[src/rtl/abr_pkg.sv]
package abr_pkg;

  typedef enum logic [2:0] {
    ST_IDLE,
    ST_CONV,
    ST_GAP,
    ST_READ,
    ST_PUSH
  } abrState_t;

  // strobes from control to datapath
  typedef struct packed {
    logic capture;
    logic upperHalf;
    logic emit;
  } abrCtl_t;

endpackage

[src/rtl/abr_control.sv]
module abr_control
  import abr_pkg::*;
#(
  parameter int NUM_CH = 4,
  parameter int DIV_W  = 16,
  parameter int RDW_W  = 4
) (
  input  logic              clk,
  input  logic              rst,
  input  logic              enable,
  input  logic [DIV_W-1:0]  divider,
  input  logic [NUM_CH-1:0] chanSel,
  input  logic [RDW_W-1:0]  rdLowCycles,
  input  logic              adcBusy,
  input  logic              outValid,
  output logic              convStN,
  output logic              csN,
  output logic              rdN,
  output logic              overrun,
  output abrCtl_t           ctl
);

  abrState_t         state, stateNext;
  logic [DIV_W-1:0]  periodCnt;
  logic [DIV_W-1:0]  periodLimit;
  logic              periodTick;
  logic              busyPrev;
  logic              busyFall;
  logic              startConv;
  logic              overrunHit;
  logic [NUM_CH-1:0] remMask;
  logic [NUM_CH-1:0] curBit;
  logic [NUM_CH-1:0] remAfter;
  logic              halfSel;
  logic [RDW_W-1:0]  rdCnt;
  logic [RDW_W-1:0]  rdLimit;
  logic              lastRead;
  logic              wordDone;

  // period counter: wraps every max(divider,2) cycles
  assign periodLimit = (divider < DIV_W'(2)) ? DIV_W'(1) : divider - DIV_W'(1);
  assign periodTick  = enable && (periodCnt >= periodLimit);

  always_ff @(posedge clk) begin
    if (rst || !enable) periodCnt <= '0;
    else if (periodTick) periodCnt <= '0;
    else                 periodCnt <= periodCnt + DIV_W'(1);
  end

  assign busyFall   = busyPrev && !adcBusy;
  assign startConv  = periodTick && (state == ST_IDLE) && (|chanSel);
  assign overrunHit = periodTick && (state != ST_IDLE);

  // lowest pending channel first
  assign curBit   = remMask & (~remMask + NUM_CH'(1));
  assign remAfter = remMask & ~curBit;

  assign rdLimit  = (rdLowCycles == '0) ? '0 : rdLowCycles - RDW_W'(1);
  assign lastRead = (state == ST_READ) && (rdCnt == rdLimit);
  assign wordDone = halfSel || (remAfter == '0);

  always_comb begin
    stateNext = state;
    unique case (state)
      ST_IDLE: if (startConv) stateNext = ST_CONV;
      ST_CONV: if (busyFall)  stateNext = ST_GAP;
      ST_GAP:  stateNext = ST_READ;
      ST_READ: if (lastRead)  stateNext = wordDone ? ST_PUSH : ST_GAP;
      ST_PUSH: if (!outValid) stateNext = (remMask == '0) ? ST_IDLE : ST_GAP;
      default: stateNext = ST_IDLE;
    endcase
  end

  always_comb begin
    ctl.capture   = lastRead;
    ctl.upperHalf = halfSel;
    ctl.emit      = (state == ST_PUSH) && !outValid;
  end

  always_ff @(posedge clk) begin
    if (rst) begin
      state    <= ST_IDLE;
      busyPrev <= 1'b0;
      remMask  <= '0;
      halfSel  <= 1'b0;
      rdCnt    <= '0;
      convStN  <= 1'b1;
      csN      <= 1'b1;
      rdN      <= 1'b1;
      overrun  <= 1'b0;
    end else begin
      state    <= stateNext;
      busyPrev <= adcBusy;
      if (startConv)     remMask <= chanSel;
      else if (lastRead) remMask <= remAfter;
      if (startConv)     halfSel <= 1'b0;
      else if (lastRead) halfSel <= ~halfSel;
      rdCnt    <= (state == ST_READ && !lastRead) ? rdCnt + RDW_W'(1) : '0;
      convStN  <= !startConv;
      csN      <= !(stateNext == ST_READ);
      rdN      <= !(stateNext == ST_READ);
      overrun  <= overrun || overrunHit;
    end
  end

endmodule

[src/rtl/abr_datapath.sv]
module abr_datapath
  import abr_pkg::*;
#(
  parameter int SAMPLE_W = 14,
  parameter int HALF_W   = 16
) (
  input  logic                clk,
  input  logic                rst,
  input  abrCtl_t             ctl,
  input  logic [SAMPLE_W-1:0] adcData,
  input  logic                outReady,
  output logic [2*HALF_W-1:0] outData,
  output logic                outValid
);

  localparam int OUT_W = 2 * HALF_W;

  logic [HALF_W-1:0] sampleExt;
  logic [OUT_W-1:0]  packReg;

  assign sampleExt = {{(HALF_W - SAMPLE_W){1'b0}}, adcData};

  always_ff @(posedge clk) begin
    if (rst) begin
      packReg  <= '0;
      outData  <= '0;
      outValid <= 1'b0;
    end else begin
      if (ctl.capture) begin
        if (ctl.upperHalf) packReg[OUT_W-1:HALF_W] <= sampleExt;
        else               packReg <= {{HALF_W{1'b0}}, sampleExt};
      end
      if (ctl.emit) begin
        outData  <= packReg;
        outValid <= 1'b1;
      end else if (outReady) begin
        outValid <= 1'b0;
      end
    end
  end

endmodule

[src/rtl/adc_burst_reader.sv]
module adc_burst_reader
  import abr_pkg::*;
#(
  parameter int NUM_CH   = 4,
  parameter int SAMPLE_W = 14,
  parameter int HALF_W   = 16,
  parameter int DIV_W    = 16,
  parameter int RDW_W    = 4
) (
  input  logic                clk,
  input  logic                rst,
  input  logic                enable,
  input  logic [DIV_W-1:0]    divider,
  input  logic [NUM_CH-1:0]   chanSel,
  input  logic [RDW_W-1:0]    rdLowCycles,
  output logic                convStN,
  input  logic                adcBusy,
  output logic                csN,
  output logic                rdN,
  input  logic [SAMPLE_W-1:0] adcData,
  output logic [2*HALF_W-1:0] outData,
  output logic                outValid,
  input  logic                outReady,
  output logic                overrun
);

  abrCtl_t ctl;

  abr_control #(
    .NUM_CH (NUM_CH),
    .DIV_W  (DIV_W),
    .RDW_W  (RDW_W)
  ) u_control (
    .clk         (clk),
    .rst         (rst),
    .enable      (enable),
    .divider     (divider),
    .chanSel     (chanSel),
    .rdLowCycles (rdLowCycles),
    .adcBusy     (adcBusy),
    .outValid    (outValid),
    .convStN     (convStN),
    .csN         (csN),
    .rdN         (rdN),
    .overrun     (overrun),
    .ctl         (ctl)
  );

  abr_datapath #(
    .SAMPLE_W (SAMPLE_W),
    .HALF_W   (HALF_W)
  ) u_datapath (
    .clk      (clk),
    .rst      (rst),
    .ctl      (ctl),
    .adcData  (adcData),
    .outReady (outReady),
    .outData  (outData),
    .outValid (outValid)
  );

endmodule

[config.mk]
export PLATFORM = sky130hd
export DESIGN_NAME = adc_burst_reader
export DESIGN_NICKNAME = d
export VERILOG_FILES = /design/src/rtl/abr_pkg.sv /design/src/rtl/abr_control.sv /design/src/rtl/abr_datapath.sv /design/src/rtl/adc_burst_reader.sv
export SDC_FILE = /design/constraint.sdc
export NUM_CORES = 1
export LEC_CHECK = 0
export ABC_CLOCK_PERIOD_IN_PS = 4000
export BUFFER_PORTS_ARGS = -buffer_cell sky130_fd_sc_hd__buf_2
export CORE_MARGIN = 2
export CORE_UTILIZATION = 56
export DETAILED_ROUTE_END_ITERATION = 8
export MAX_ROUTING_LAYER = met4
export PLACE_DENSITY = 0.8
export SLEW_MARGIN = 0
export SYNTH_ARGS = -nofsm -noshare
export SYNTH_HDL_FRONTEND = slang
export SYNTH_SLANG_ARGS = --single-unit
export TNS_END_PERCENT = 1
[constraint.sdc]
create_clock -name clk -period 4 [get_ports clk]
set_clock_uncertainty 0.15 [all_clocks]
set_input_delay 0.4 -clock clk [delete_from_list [all_inputs] [get_ports clk]]
set_output_delay 0.4 -clock clk [all_outputs]
set_load 0.01 [all_outputs]
* Word level (Yosys, flattened, before mapping)
Cells that the tools add are included.
** Word-level totals
- Memories :: 0
- Bits in read-only memories :: 0
- Input port bits :: 43
- Bits in latches :: 0
- Output and inout port bits :: 37
- Memory bits (writable) :: 0
- Bits in registers :: 93
- Word-level logic and storage cells :: 75
** Operators by class
- $mul :: 0
- $lt $le $gt $ge :: 2
- Eq/ne operators :: 6
- Bitwise logic cells :: 6
- Reductions and logical operators :: 29
- Multiplexer cells :: 14
- Shift-type cells :: 0
- Add/subtract/negate cells :: 5
- Divide/modulo/power cells :: 0
** Operators with widths (number)
- $add 16x1->16 const B :: 1
- $ge 16x16->1 :: 1
- $lt 16x2->1 const B :: 1
- $mux 16 :: 1
- $sub 16x1->16 const B :: 1
- $mux 3 :: 5
- $pmux 3 s5 :: 1
- $mux 14 :: 1
- $logic_not 4->1 :: 3
- $mux 4 :: 3
- $eq 3x2->1 const B :: 3
- $add 4x1->4 const B :: 2
- $and 4x4->4 :: 2
- $logic_and 1x1->1 :: 8
- $not 4->4 :: 2
- $logic_not 1->1 :: 6
- $reduce_or 2->1 :: 3
- $eq 4x4->1 :: 1
- $reduce_bool 2->1 :: 2
- $reduce_or 4->1 :: 1
- $sub 4x1->4 const B :: 1
- $eq 3x1->1 const B :: 1
- $eq 3x3->1 const B :: 1
- $logic_not 3->1 :: 1
- 6 further kinds :: 10

* Depth between registers and ports, before layout
Gate-level depths: netlist of the first run.
- Depth in word-level cells :: 12
- Mapped depth :: 14

* Modules after synthesis
Synthesis of the first run repeated with hierarchy kept, for this count alone.
** Unflattened totals
- Cell total of the unflattened synthesis :: 499
- Area, all modules :: 4538.1 um2
** By module, submodules not included
- abr_control :: instances 1, cells each 275, area an instance 2269.7 um2
- abr_datapath :: instances 1, cells each 224, area an instance 2268.4 um2

* Worst setup path before layout of the first run
OpenSTA, ideal clock, no wires.
- Path type :: input to register
- From :: input divider[9]
- To :: register u_control.periodCnt[10]
- Slack :: 0.656 ns
- Data required time :: 3.785 ns
- Stages :: 14
- Path buffers :: 3
- Data arrival time :: 3.129 ns
- Cell sequence :: nor4_1 nand2_1 or4_1 clkbuf_1 buf_2 nand2_1 ha_1 a21oi_1 o21ai_0 nor3_1 nand2_1 a221o_1 clkbuf_1 nor2_1
** Between the ends
- Cells in the longest elaborated chain, start to end :: 5
- Elaborated cells between the ends (all ways) :: 6
** Ends and longest elaborated chain
- from (decl) :: RTL line adc_burst_reader.sv:13 : input logic [DIV_W-1:0] divider,
- $sub 16x1->16 or $lt 16x2->1 (tied branches) :: RTL line abr_control.sv:41 : assign periodLimit = (divider < DIV_W'(2)) ? DIV_W'(1) : divider - DIV_W'(1);
- $mux 16 (*) :: RTL line abr_control.sv:41
- $ge 16x16->1 (*) :: RTL line abr_control.sv:42 : assign periodTick = enable && (periodCnt >= periodLimit);
- $logic_and 1x1->1 (*) :: RTL line abr_control.sv:42
- $reduce_or 2->1 (no line) (*)
- to (signal assigned) :: RTL line abr_control.sv:47 : else periodCnt <= periodCnt + DIV_W'(1);
- to (decl) :: RTL line abr_control.sv:24 : logic [DIV_W-1:0] periodCnt;
Mark *: on every way between the ends. The rest lies on a longest branch, timed or not.
A chain may end at the register's enable or synchronous reset.

* Final worst setup path of the first run
- From :: input divider[11]
- To :: register u_control.periodCnt[4]
Same word-level chain as after synthesis.

==> results of run 1 <==
==> synth_stat cells (all sizes together), types with 2 or more instances <==
cell / instances / share of area, %
inv: 13 / 1.1
dfxtp: 89 / 40
a211oi: 2 / 0.45
or4: 2 / 0.34
nand2b: 10 / 1.4
nand3: 13 / 1.5
nor3: 9 / 1.1
nor2b: 4 / 0.56
o211ai: 3 / 0.81
buf: 17 / 2.7
a311o: 3 / 0.67
nand4b: 14 / 2.7
o41ai: 2 / 0.81
ha: 19 / 5.3
o31ai: 15 / 2.5
clkbuf: 26 / 2.2
and3: 6 / 0.84
o21ai: 23 / 2.6
xor2: 21 / 4.1
nor4: 6 / 0.98
nand3b: 2 / 0.34
nand2: 91 / 7.6
a21o: 3 / 0.50
xnor2: 8 / 1.6
nor2: 32 / 2.7
nand4: 19 / 2.7
a21oi: 69 / 7.7
==> flip-flops by register name (all words and copies together), names as in the netlist <==
signal,flops
u_datapath.outData,28
u_control.rdCnt,4
u_datapath.packReg,28
u_control.busyPrev,1
u_control.overrun,1
u_datapath.outValid,1
u_control.state,3
u_control.convStN,1
u_control.halfSel,1
u_control.periodCnt,16
u_control.remMask,4
u_control.csN,1
==> path summary, 6_finish.rpt <==
path / from / endpoint / slack (ns) / cells past startpoint
hold reg to reg: u_datapath.outData[18] / u_datapath.outData[18] / 0.30 / 2
setup / recovery: divider[11] / u_control.periodCnt[4] / 0.49 / 12
setup reg to reg: u_control.periodCnt[0] / u_control.periodCnt[4] / 1.56 / 8
hold / removal: adcBusy / u_control.busyPrev / 0.13 / 2
==> critical path, delay by kind of cell <==
family | cells | cell delay (ns)
buffers and inverters | 1 | 0.13
adder cells (fa/ha/maj) | 1 | 0.23
AND/OR/NAND/NOR | 7 | 1.81
AO/OA/AOI/OAI | 3 | 1.06
==> layer usage <==
| metal | GRT usage [%] | part of all wire, % |
|---|---|---|
| met2 | 40.0 | 49 |
| met1 | 30.0 | 45 |
| met4 | 7.84 | 1.4 |
| met3 | 3.46 | 5.1 |
| met5 | - | 0 |
==> metrics by stage <==
step           cell area, um2  total power (W)  hold WS, ns  setup slack, ns
6_report                 5070          0.00171        0.130            0.486
5_1_grt                  5070          0.00177        0.141            0.164
4_1_cts                  5070          0.00172        0.126            0.490
3_5_place_dp             4830          0.00101        0.293            0.123
3_3_place_gp             4830          0.00100        0.289            0.329
2_1_floorplan            4490         0.000967        0.278            0.656
==> logic make-up after synthesis <==
kind of cell / Yosys count / synth area share [%]
XOR/XNOR: 29 / 5.68
other: 1 / 0.0838
AND/OR/NAND/NOR: 213 / 23.8
buffers and inverters: 56 / 5.98
adder cells (fa/ha/maj): 20 / 5.54
AO/OA/AOI/OAI: 134 / 19.2
flip-flops: 89 / 39.8
==> placed cells by master (no fill, tap or decap), drive strengths merged, types with 13 or more instances in the layout <==
cell type,instances
nor2,32
o31ai,15
nand2,91
xor2,21
dfxtp,89
inv,14
o21ai,23
nand3,13
nand4,19
a21oi,69
nand4b,14
buf,82
ha,19
==> final cells by class <==
type | instances | area, um2
Sequential cell | 89 | 1780
Clock buffer | 9 | 124
Inverter | 13 | 48.8
Multi-Input combinational cell | 400 | 2450
Tap cell | 102 | 128
Clock inverter | 6 | 116
Timing Repair Buffer | 82 | 428
Fill cell | 668 | 2650
==> power by group through the flow <==
stage | combinational, W | clock (W) | sequential (W)
2_1_floorplan | 0.0000588 | 0 | 0.000909
3_3_place_gp | 0.0000945 | 0 | 0.000909
3_5_place_dp | 0.0000992 | 0 | 0.000909
4_1_cts | 0.0000995 | 0.000735 | 0.000888
5_1_grt | 0.000112 | 0.000773 | 0.000889
6_report | 0.0000998 | 0.000726 | 0.000888
==> out/qor.txt, run 1 <==
Total gr overflow -> 0
Ys async rst share -> 0%
Switching share of power -> 21.7%
Setup CP Type -> in2reg
RSZ-0062 raised after global routing -> no
Worst slew pin tran -> 1.23 ns
CTS root buffer -> clkbuf_8
Drt pass-1 iters -> 5
Clk pwr share -> 42.3%
Avg WL per Cell -> 14.3 um
Part of the power in registers -> 51.8%
CP Capture Type -> flip-flop
Final hold vios -> 0
Initial Utilization -> 57.9%
Core area -> 7730 um2
Worst VDD drop -> 0.153 mV
Routed WL -> 10,000 um
Mapped cell area -> 4480 um2
WP data arrival -> 3.64 ns
CP cell instances -> buf_2, nor4_1, nand2b_1, or4_1, a21bo_2, ha_1, a211oi_1, nor2_1, nor3_1, nand2_1, a221o_1, nor2_1
Gpl congestion -> 0.842
Worst slew margin -> 17.8%
Max clock buf depth -> 2
Seq/Total Area, Yosys -> 39.8%
Cells after DPL -> 686
Tcrit/Tclk final -> 87.8%
Setup repair bufs after CTS -> 0
Post-synth EDFFs -> 0
Vias in the first global route -> 3,732
CTS tree -> yes
Yosys synthesis warning count -> 0
Pleak -> 1.97 nW
Setup TNS -> 0 ns
# IOs -> 80
Vias per inst -> 5.79
Hold_buf cts -> 0
Core Util, Final -> 65.7%
Slew Limit Fails -> 0
Crit-path max FO -> 16
Initial drt markers -> 226
Post-route ant nets -> 0
Fmax -> 285 MHz
P_sw -> 0.000372 W
Largest net degree at the start of global routing -> 65
Die width -> 93.4 um
Area Growth Syn to Fin -> 13.4%
# nets final -> 657
CTS clk-pin slew, worst paths -> 0.09 ns
Rows -> 32
CTS resizes -> 0
Top FF cell, synth -> dfxtp_1
Clock sink total -> 89
Most used cell along the critical path -> nor2_1
Antenna violations before repair -> 0
Share of layout cells above drive strength 1 -> 18.2%
Wire length of the first global-routing pass -> 16,600 um
DR vias -> 4,060
DRC -> 0
Syn Area/Cell -> 8.26 um2
IO buf count -> 75
Combinational Power Share -> 5.8%
Internal Power -> 0.00134 W
Clock buffer count from CTS -> 9
Synth Register Bits -> 89
Diode count -> 0
Post-Layout Cell Count -> 701
Total of max-cap violations -> 0
WP data required -> 4.12 ns
Status -> completed
Startpoint types -> input port
Pwr/cell area -> 338 nW/um2
Slowest cell on crit path -> or4_1
Clk_lat worst skew -> 0.35 ns
Die area -> 8720 um2
Netlist cell types -> 57
Post-DP HPWL -> 7030 um
Tot GR Track Use -> 24.0%
Die height -> 93.4 um
HP Class -> in2reg
Synth Instances -> 542
Htree depth -> 3
Final setup vio count -> 0
CP max stage delay -> 0.70 ns
Min Tclk post-route -> 3.51 ns
Power figures use the tool's default switching activity.
==> run 2, diff against run 1 <==
--- a/config.mk
+++ b/config.mk
@@ -8,10 +8,9 @@
 export ABC_CLOCK_PERIOD_IN_PS = 4000
 export BUFFER_PORTS_ARGS = -buffer_cell sky130_fd_sc_hd__buf_2
 export CORE_MARGIN = 2
-export CORE_UTILIZATION = 56
+export CORE_UTILIZATION = 38
 export DETAILED_ROUTE_END_ITERATION = 8
 export MAX_ROUTING_LAYER = met4
-export PLACE_DENSITY = 0.8
 export SLEW_MARGIN = 0
 export SYNTH_ARGS = -nofsm -noshare
 export SYNTH_HDL_FRONTEND = slang
==> run 2 against run 1 <==
Net effect:
- cell count rose by 6.1%
- highest routed layer unchanged
- total power rose by 3.6%
- largest power group unchanged
- wire length rose by 7.0%
- hold slack improved by 0.023 ns
- combinational power barely moved
- utilization fell by 21 points
- count of clock-buffer cells in the layout did not move
- fmax fell by 2.1%
==> out/qor.txt, run 2 (synthesis results as in run 1) <==
Status -> completed (unchanged)
Antenna violations before repair -> 0 (unchanged)
Vias per inst -> 5.30 (was 5.79)
Slew Limit Fails -> 0 (unchanged)
Post-DP HPWL -> 7600 um (was 7030 um)
Gpl congestion -> 0.850 (was 0.842)
Clock sink total -> 89 (unchanged)
WP data arrival -> 3.70 ns (was 3.64 ns)
Final hold vios -> 0 (unchanged)
Wire length of the first global-routing pass -> 17,900 um (was 16,600 um)
IO buf count -> 75 (unchanged)
Hold_sp -> adcBusy (unchanged)
Worst slew margin -> 41.7% (was 17.8%)
Most frequent cells in the layout -> 91 x nand2_1, 89 x dfxtp_1, 75 x buf_2 (unchanged)
DR vias -> 3,946 (was 4,060)
CP Capture Type -> flip-flop (unchanged)
Setup CP Type -> in2reg (unchanged)
WP data required -> 4.11 ns (was 4.12 ns)
Share of layout cells above drive strength 1 -> 18.5% (was 18.2%)
CTS tree -> yes (unchanged)
Placed instance area -> 4890 um2 (was 4830 um2)
Rows -> 39 (was 32)
Total of max-cap violations -> 0 (unchanged)
Avg WL per Cell -> 14.4 um (was 14.3 um)
R2r endpoint -> u_control.periodCnt[14] (was u_control.periodCnt[4])
Clock buffer count from CTS -> 9 (unchanged)
Pleak -> 2.00 nW (was 1.97 nW)
Tot GR Track Use -> 17.7% (was 24.0%)
Initial Utilization -> 39.0% (was 57.9%)
Design area -> 5170 um2 (was 5070 um2)
HP Class -> in2reg (unchanged)
Die area -> 12,700 um2 (was 8720 um2)
Pwr Total -> 0.00177 W (was 0.00171 W)
Die height -> 113 um (was 93.4 um)
Routed WL -> 10,700 um (was 10,000 um)
Setup TNS -> 0 ns (unchanged)
Tcrit/Tclk final -> 89.7% (was 87.8%)
# IOs -> 80 (unchanged)
Hold depth -> 2 (unchanged)
Min Tclk post-route -> 3.59 ns (was 3.51 ns)
CTS resizes -> 0 (unchanged)
Core area -> 11,500 um2 (was 7730 um2)
CTS clk-pin slew, worst paths -> 0.06 ns (was 0.09 ns)
Total gr overflow -> 0 (unchanged)
Largest net degree at the start of global routing -> 65 (unchanged)
CTS root buffer -> clkbuf_16 (was clkbuf_8)
Crit-path max FO -> 16 (unchanged)
DRC -> 0 (unchanged)
Pwr/cell area -> 343 nW/um2 (was 338 nW/um2)
Worst Hold End -> u_control.busyPrev (unchanged)
Startpoint types -> input port (unchanged)
Worst VDD drop -> 0.193 mV (was 0.153 mV)
Critical Path Source -> divider[11] (unchanged)
Max clock buf depth -> 2 (unchanged)
Hold_buf cts -> 0 (unchanged)
Fmax -> 279 MHz (was 285 MHz)
Htree depth -> 3 (unchanged)
Most common cell after layout, fill and taps aside -> nand2_1 (unchanged)
Clk_lat worst skew -> 0.34 ns (was 0.35 ns)
# nets final -> 658 (was 657)
Drt pass-1 iters -> 4 (was 5)
Area Growth Syn to Fin -> 15.5% (was 13.4%)
Setup repair bufs after CTS -> 0 (unchanged)
Vias in the first global route -> 3,752 (was 3,732)
Diode count -> 0 (unchanged)
Largest registers -> u_datapath.outData (28), u_datapath.packReg (28), u_control.periodCnt (16) (unchanged)
Initial drt markers -> 236 (was 226)
Core Util, Final -> 45.1% (was 65.7%)
FF-to-FF Start -> u_control.periodCnt[0] (unchanged)
Final setup vio count -> 0 (unchanged)
Post-route ant nets -> 0 (unchanged)
Reg2reg path depth -> 8 (unchanged)
Flop2flop setup slack -> 1.60 ns (was 1.56 ns)
Die width -> 113 um (was 93.4 um)
RSZ-0062 raised after global routing -> no (unchanged)
Worst slew pin tran -> 0.871 ns (was 1.23 ns)
-- run 2: changes by cell type in the layout (fill, tap and decap cells not counted), moves of 2 or more --
cell	delta
bufinv_16	-3
clkbuf_16	+9
clkbuf_8	-9
clkinv_2	+2
inv_6	+3
-- run 2: per-stage QoR --
stage | hold WS [ns] | cells | worst slack, ns
after global routing | 0.163 | 744 | 0.00648
after floorplan | 0.278 | 545 | 0.656
after global placement | 0.291 | 728 | 0.287
after detailed placement | 0.294 | 728 | 0.0615
after CTS | 0.153 | 744 | 0.411
final | 0.153 | 744 | 0.412
-- run 2: area by class of cell --
class	instances	area, um2
clock buffer	9	225
clock inverter	7	52.6
fill	1118	6300
inverter	13	48.8
multi-input combinational	400	2450
sequential	89	1780
tap	143	179
timing repair buffer	83	435
-- run 2: critical path: stages --
cell      delay (ns)
buf_2           0.12
nor4_1          0.35
nand2b_1        0.11
or4_1           0.73
a21bo_2         0.30
ha_1            0.23
a211oi_1        0.22
nor2_1          0.08
nor3_1          0.27
nand2_1         0.11
a221o_1         0.56
nor2_1          0.21
-- run 2: routing by layer --
layer	up-vias	global-route usage, %	wire, um
met2	74	28.0	5010
met3	7	4.05	367
met1	1851	23.3	5270
met5	-	-	0
li1	2014	-	-
met4	0	3.66	75
-- run 2: worst max-delay path by stage --
stage / to / cells after the start / slack [ns]
after floorplan: u_control.periodCnt[10] / 14 / 0.66
after global placement: u_control.periodCnt[13] / 12 / 0.29
after detailed placement: u_control.periodCnt[14] / 12 / 0.06
after CTS: u_control.periodCnt[14] / 12 / 0.41
after global routing: u_control.periodCnt[10] / 12 / 0.006
final: u_control.periodCnt[14] / 12 / 0.41
-- run 2: power breakdown --
| part | internal [W] | switching [W] |
|---|---|---|
| clock network | 0.000426 | 0.000357 |
| logic | 0.0000396 | 0.0000630 |
| registers | 0.000887 | 0.00000158 |
| total | 0.00135 | 0.000422 |
